==> config.mk <==
export PLATFORM = sky130hd
export DESIGN_NAME = timeTagCounter
export DESIGN_NICKNAME = d
export VERILOG_FILES = /design/src/rtl/ttPkg.sv /design/src/rtl/ttCtrl.sv /design/src/rtl/ttDatapath.sv /design/src/rtl/timeTagCounter.sv
export SDC_FILE = /design/constraint.sdc
export NUM_CORES = 1
export LEC_CHECK = 0
export BUFFER_PORTS_ARGS = -buffer_cell sky130_fd_sc_hd__buf_2
export CAP_MARGIN = 20
export CORE_MARGIN = 1
export CORE_UTILIZATION = 33
export DETAILED_ROUTE_END_ITERATION = 6
export PLACE_DENSITY = 0.61
export SETUP_SLACK_MARGIN = 0.3
export SYNTH_ARGS = -nofsm -noshare
export SYNTH_HDL_FRONTEND = slang
export SYNTH_SLANG_ARGS = --single-unit
==> constraint.sdc <==
create_clock -name clk -period 2.1 [get_ports clk]
set_input_delay 0.42 -clock clk [delete_from_list [all_inputs] [get_ports clk]]
set_output_delay 0.42 -clock clk [all_outputs]
set_load 0.02 [all_outputs]
==> src/rtl/ttPkg.sv <==
package ttPkg;
  typedef struct packed {
    logic clr;
    logic ld;
    logic wr;
    logic adv;
    logic cap;
  } ttCmd_t;

  typedef enum logic [1:0] {
    SRC_INT  = 2'd0,
    SRC_EXT  = 2'd1,
    SRC_STEP = 2'd2,
    SRC_ALT  = 2'd3
  } ttSrc_e;
endpackage

==> src/rtl/ttCtrl.sv <==
module ttCtrl #(
  parameter int SEL_MAX = 5,
  parameter int SEL_W   = 3,
  parameter int SYNC_STAGES = 3
) (
  input  logic              clk,
  input  logic              rstN,
  input  logic              usStrobe,
  input  logic [SEL_W-1:0]  resSel,
  input  logic [1:0]        srcSel,
  input  logic              extTagClk,
  input  logic              swStep,
  input  logic              swClear,
  input  logic              hostWrEn,
  input  logic              syncClrEn,
  input  logic              syncLdEn,
  input  logic              syncNoData,
  input  logic              syncWithData,
  input  logic              somStrobe,
  input  logic              eomStrobe,
  output ttPkg::ttCmd_t     cmd
);
  localparam int PRE_W = SEL_MAX + 1;

  logic [SEL_W-1:0]       effSel;
  logic [PRE_W-1:0]       preLimit;
  logic [PRE_W-1:0]       preCnt;
  logic [SYNC_STAGES-1:0] extSync;
  logic                   intTick;
  logic                   extRise;
  logic                   advReq;

  always_comb begin
    effSel = (resSel > SEL_W'(SEL_MAX)) ? SEL_W'(SEL_MAX) : resSel;
    preLimit = '0;
    for (int i = 0; i < PRE_W; i++) begin
      if (i <= int'(effSel)) preLimit[i] = 1'b1;
    end
  end

  always_ff @(posedge clk or negedge rstN) begin
    if (!rstN) begin
      preCnt <= '0;
    end else if (swClear) begin
      preCnt <= '0;
    end else if (usStrobe) begin
      if (preCnt >= preLimit) preCnt <= '0;
      else                    preCnt <= preCnt + 1'b1;
    end
  end

  assign intTick = usStrobe && (preCnt >= preLimit);

  always_ff @(posedge clk or negedge rstN) begin
    if (!rstN) extSync <= '0;
    else       extSync <= {extSync[SYNC_STAGES-2:0], extTagClk};
  end

  assign extRise = extSync[SYNC_STAGES-2] && !extSync[SYNC_STAGES-1];

  always_comb begin
    unique case (ttPkg::ttSrc_e'(srcSel))
      ttPkg::SRC_INT: advReq = intTick;
      ttPkg::SRC_EXT: advReq = extRise;
      default:        advReq = swStep;
    endcase
  end

  always_comb begin
    cmd.clr = swClear || (syncNoData && syncClrEn);
    cmd.ld  = !cmd.clr && syncWithData && syncLdEn;
    cmd.wr  = !cmd.clr && !cmd.ld && hostWrEn;
    cmd.adv = !cmd.clr && !cmd.ld && !cmd.wr && advReq;
    cmd.cap = somStrobe || eomStrobe;
  end


  int_tick_src_chk: assert property (@(posedge clk) disable iff (!rstN)
    (cmd.adv && srcSel == 2'd0) |-> usStrobe);


  prescale_restart_chk: assert property (@(posedge clk) disable iff (!rstN)
    swClear |=> (preCnt == '0));


  step_idle_chk: assert property (@(posedge clk) disable iff (!rstN)
    (cmd.adv && srcSel[1]) |-> swStep);
endmodule

==> src/rtl/ttDatapath.sv <==
module ttDatapath #(
  parameter int CNT_W = 16
) (
  input  logic             clk,
  input  logic             rstN,
  input  ttPkg::ttCmd_t    cmd,
  input  logic [CNT_W-1:0] hostWrData,
  input  logic [CNT_W-1:0] syncData,
  input  logic             rollAck,
  output logic [CNT_W-1:0] tagValue,
  output logic [CNT_W-1:0] snapValue,
  output logic             rollFlag
);
  logic atTop;
  assign atTop = &tagValue;

  always_ff @(posedge clk or negedge rstN) begin
    if (!rstN)        tagValue <= '0;
    else if (cmd.clr) tagValue <= '0;
    else if (cmd.ld)  tagValue <= syncData;
    else if (cmd.wr)  tagValue <= hostWrData;
    else if (cmd.adv) tagValue <= tagValue + 1'b1;
  end

  always_ff @(posedge clk or negedge rstN) begin
    if (!rstN)        snapValue <= '0;
    else if (cmd.cap) snapValue <= tagValue;
  end

  always_ff @(posedge clk or negedge rstN) begin
    if (!rstN)                  rollFlag <= 1'b0;
    else if (cmd.adv && atTop)  rollFlag <= 1'b1;
    else if (rollAck)           rollFlag <= 1'b0;
  end


  clear_zero_chk: assert property (@(posedge clk) disable iff (!rstN)
    cmd.clr |=> (tagValue == '0));


  sync_load_chk: assert property (@(posedge clk) disable iff (!rstN)
    cmd.ld |=> (tagValue == $past(syncData)));


  roll_set_chk: assert property (@(posedge clk) disable iff (!rstN)
    (cmd.adv && atTop) |=> (rollFlag && tagValue == '0));


  roll_hold_chk: assert property (@(posedge clk) disable iff (!rstN)
    (rollFlag && !rollAck) |=> rollFlag);


  snap_capture_chk: assert property (@(posedge clk) disable iff (!rstN)
    cmd.cap |=> (snapValue == $past(tagValue)));


  idle_hold_chk: assert property (@(posedge clk) disable iff (!rstN)
    !(cmd.clr || cmd.ld || cmd.wr || cmd.adv) |=> $stable(tagValue));
endmodule

==> src/rtl/timeTagCounter.sv <==
module timeTagCounter #(
  parameter int CNT_W   = 16,
  parameter int SEL_MAX = 5,
  parameter int SEL_W   = 3
) (
  input  logic             clk,
  input  logic             rstN,
  input  logic             usStrobe,
  input  logic [SEL_W-1:0] resSel,
  input  logic [1:0]       srcSel,
  input  logic             extTagClk,
  input  logic             swStep,
  input  logic             swClear,
  input  logic             hostWrEn,
  input  logic [CNT_W-1:0] hostWrData,
  input  logic             syncClrEn,
  input  logic             syncLdEn,
  input  logic             syncNoData,
  input  logic             syncWithData,
  input  logic [CNT_W-1:0] syncData,
  input  logic             somStrobe,
  input  logic             eomStrobe,
  input  logic             rollAck,
  input  logic             rollIrqEn,
  output logic [CNT_W-1:0] tagValue,
  output logic [CNT_W-1:0] snapValue,
  output logic             rollFlag,
  output logic             rollIrq
);
  ttPkg::ttCmd_t cmd;

  ttCtrl #(.SEL_MAX(SEL_MAX), .SEL_W(SEL_W), .SYNC_STAGES(3)) uCtrl (
    .clk(clk), .rstN(rstN), .usStrobe(usStrobe), .resSel(resSel),
    .srcSel(srcSel), .extTagClk(extTagClk), .swStep(swStep),
    .swClear(swClear), .hostWrEn(hostWrEn), .syncClrEn(syncClrEn),
    .syncLdEn(syncLdEn), .syncNoData(syncNoData),
    .syncWithData(syncWithData), .somStrobe(somStrobe),
    .eomStrobe(eomStrobe), .cmd(cmd)
  );

  ttDatapath #(.CNT_W(CNT_W)) uData (
    .clk(clk), .rstN(rstN), .cmd(cmd), .hostWrData(hostWrData),
    .syncData(syncData), .rollAck(rollAck), .tagValue(tagValue),
    .snapValue(snapValue), .rollFlag(rollFlag)
  );

  assign rollIrq = rollFlag && rollIrqEn;
endmodule

==> impl_metrics.py <==
metrics = {
    "run_status": {
        "status": "completed",
    },
    "die": {
        "coreArea_sq_um": 7410,
        "io_pins": 86,
        "initial_utilization_pct": 34.9,
        "dieWidth_um": 90.5,
        "die_h_um": 90.5,
        "placementRows": 31,
        "die-area_sq_um": 8190,
    },
    "cells_and_area": {
        "stdcell_area_sq_um": 3540,
        "antennaDiodeCount": 0,
        "areaGrowthSynthToFinish_pct": 37.1,
        "drive_above_1_share_pct": 43.7,
        "nets": 440,
    },
    "synth": {
        "synth_edf_count": 0,
        "syn_nets": 330,
        "synth_xor_area_share_pct": 1.02,
        "yosys.area_share.simple_pct": 22.0,
        "synth_cell_type_count": 46,
        "synth_mux_area_share_pct": 8.91,
        "synth_top_family_by_area": "simple AND/OR/NAND/NOR gates",
        "synthArstFlopShare_pct": 100,
        "synth-compound-area-share_pct": 19.7,
        "ys_seq_elements": 42,
        "synth_cells": 271,
        "yosysSeqAreaShare_pct": 40.7,
        "synth.avg_cell_area_sq_um": 9.54,
        "yosysWarnings": 0,
        "synthAdderAreaFrac_pct": 3.39,
        "yosys_most_used_dff": "dfrtp_1",
        "syn_area_sq_um": 2580,
    },
    "setup_path": {
        "cpMaxStageDelayCell": "dfrtp_1",
        "critPathLaunchType": "register",
        "worstSetupEndpointType": "register",
        "worstRegToRegCells": 7,
        "cp.depth": 7,
        "worstPathArrival_ns": 2.01,
        "required_ns": 2.31,
        "worstPathCellList": "ha_4 -> nand4_1 -> o21ai_4 -> buf_6 -> nor4b_4 -> buf_4 -> mux2_4",
        "slowest_delay_ns": 0.42,
        "path_max_fanout": 6,
        "cp_top_family": "flip-flops",
        "r2r_setup_slack_ns": 0.29,
        "critPathKind": "register to register",
        "path_buf_inv": 2,
    },
    "clock_network": {
        "clk_pin_slew_ns": 0.09,
        "cts.sinks": 42,
        "cts_tree": "done",
        "cts_buffers": 5,
        "cts_htree_levels": 2,
        "clk_latency_ns": 0.31,
        "clockRootBuffer": "clkbuf_8",
        "clock_tree.buffer_depth": 2,
    },
    "sta": {
        "hold_slack_ns": 0.214,
        "fmax_mhz": 554,
        "finClkSkew_ns": 0.0119,
        "relSlewSlack_pct": 73.1,
        "fin_tns_setup_ns": 0,
        "final_max_slew_viol_count": 0,
        "tightest_slew_ns": 0.403,
        "rsz0062_at_grt": "true",
        "setup_slack_ns": 0.294,
        "hold_violations": 0,
        "finalCritPeriodShare_pct": 86.0,
        "min_period_ns": 1.81,
        "finalSetupViolations": 0,
    },
    "detailed_routing": {
        "wl_per_cell_um": 16.1,
        "avgViaCountPerCell": 5.44,
        "drt_iter0_drc": 113,
        "drc": 0,
        "routed_wl_mm": 7.72,
        "firstDrtPassIters": 4,
        "vias": 2616,
        "ant_nets": 0,
    },
    "grt": {
        "grt_max_degree": 18,
        "grt_pass1_vias": 2358,
        "use_met2_pct": 29.5,
        "grt_first_pass_wirelength_mm": 11.7,
        "top_usage_layer": "met2",
        "antenna_found_initial": 0,
        "overflow": 0,
        "use_met1_pct": 24.1,
        "met3_usage_pct": 4.29,
        "grt_usage_pct": 18.2,
    },
    "power": {
        "p_leak_nw": 1.75,
        "peakVddDrop_uv": 355,
        "power_mw": 2.05,
        "p_per_area_nw_per_um2": 578,
    },
    "place": {
        "dp_hpwl_mm": 5.43,
        "placed_area_sq_um": 3200,
        "post-place-ws_ns": -0.0681,
        "port_buffers": 85,
        "place_congestion": 0.824,
    },
    "run": {
        "cap_violations": 0,
    },
    "hold_path": {
        "hold_depth": 1,
        "hold_path_class": "primary input to register",
    },
}
==> path summary, 6_finish.rpt <==
| path | endpoint | start |
|---|---|---|
| max in group asynchronous | uCtrl.preCnt[1]$_DFFE_PN0P_ | rstN |
| worst min register to register | uCtrl.extSync[1]$_DFF_PN0_ | uCtrl.extSync[0]$_DFF_PN0_ |
| worst min-delay path | uCtrl.extSync[0]$_DFF_PN0_ | extTagClk |
| worst max-delay path | uCtrl.preCnt[0]$_DFFE_PN0P_ | uCtrl.preCnt[5]$_DFFE_PN0P_ |
| worst max register to register | uCtrl.preCnt[0]$_DFFE_PN0P_ | uCtrl.preCnt[5]$_DFFE_PN0P_ |
| min in group asynchronous | uData.snapValue[1]$_DFFE_PN0P_ | rstN |
==> layout by cell type (no fill, tap or decap), types with 3 or more instances in the layout <==
| cell | n |
|---|---|
| a22o_1 | 3 |
| nand2b_1 | 3 |
| inv_1 | 5 |
| nand2_1 | 24 |
| xnor2_1 | 3 |
| dfrtp_1 | 41 |
| and2_1 | 5 |
| buf_2 | 85 |
| a21o_1 | 3 |
| ha_1 | 4 |
| mux2i_1 | 5 |
| mux2_2 | 15 |
| o22a_1 | 3 |
| o211ai_1 | 5 |
| a21oi_2 | 7 |
| nor2_1 | 13 |
| a21oi_1 | 15 |
| a31oi_1 | 4 |
| nand4b_1 | 5 |
| nand3_1 | 21 |
| a2bb2oi_1 | 4 |
| nand4_1 | 3 |
| clkbuf_8 | 5 |
| o2111ai_1 | 3 |
| nand3b_1 | 8 |
| and3_1 | 7 |
| buf_4 | 28 |
| ha_4 | 3 |
| buf_6 | 3 |
| o21ai_0 | 11 |
==> flip-flops by register name, indices dropped and copies added, names as in the netlist <==
register / flops
uCtrl.preCnt: 6
uData.snapValue: 16
uCtrl.extSync: 3
uData.rollFlag: 1
uData.tagValue: 16
==> layer usage <==
| layer | vias up | wire length (um) |
|---|---|---|
| met2 | 99 | 3790 |
| met5 | - | 0 |
| met1 | 1273 | 3410 |
| met3 | 11 | 437 |
| li1 | 1233 | - |
| met4 | 0 | 90 |
==> through the flow <==
stage,utilization [%],std cells
after CTS,45.8,471
after detailed placement,43.2,457
after global placement,43.2,457
after floorplan,-,271
after global routing,47.8,481
final,47.8,481
==> power by group <==
part / total [mW] / internal [mW] / switching [mW]
Sequential: 0.919 / 0.861 / 0.0576
Clock: 0.664 / 0.355 / 0.309
Combinational: 0.466 / 0.209 / 0.257
==> cell type report <==
class	count	area (sq um)
repair buffers	118	699
inverters	5	18.8
clock inverters	2	37.5
clock buffers	6	72.6
multi-input cells	209	1540
fillers	724	3860
flip-flops and latches	42	1050
well taps	99	124
==> cells in the mapped netlist (3+ instances only) <==
library cell / number / area [sq um]
clkbuf_1: 3 / 11.3
o21ai_0: 14 / 70.1
nor2_1: 14 / 52.6
a21o_1: 3 / 22.5
mux2i_1: 5 / 50.1
nand4b_1: 5 / 43.8
o22a_1: 3 / 26.3
buf_6: 3 / 33.8
inv_1: 5 / 18.8
nand4_1: 3 / 18.8
mux2_2: 16 / 180
a31oi_1: 4 / 25.0
o211ai_1: 5 / 37.5
nand3b_1: 8 / 60.1
and3_1: 8 / 50.1
nand2_1: 24 / 90.1
o2111ai_1: 3 / 26.3
dfrtp_1: 42 / 1050
a2bb2oi_1: 4 / 35.0
a21oi_1: 20 / 100
nand2b_1: 3 / 18.8
ha_1: 7 / 87.6
buf_2: 8 / 40.0
a22o_1: 3 / 26.3
and2_1: 7 / 43.8
nand3_1: 21 / 105
a21oi_2: 3 / 26.3
xnor2_1: 3 / 26.3
==> repair_timing <==
action	4_1_cts	5_1_grt
gates resized for setup	7	15
buffers inserted	5	9
gates cloned	0	1
hold buffers	1	0
pin swaps	5	7
hold endpoints to repair	9	0
endpoints found under the setup margin	16	20
==> cells by family after synthesis <==
group	after synthesis
AO/OA/AOI/OAI	75
XOR/XNOR	3
adder cells (fa/ha/maj)	7
buffers and inverters	20
flip-flops	42
multiplexers	21
AND/OR/NAND/NOR	103
Note: power is estimated with default switching activity, not from simulation.
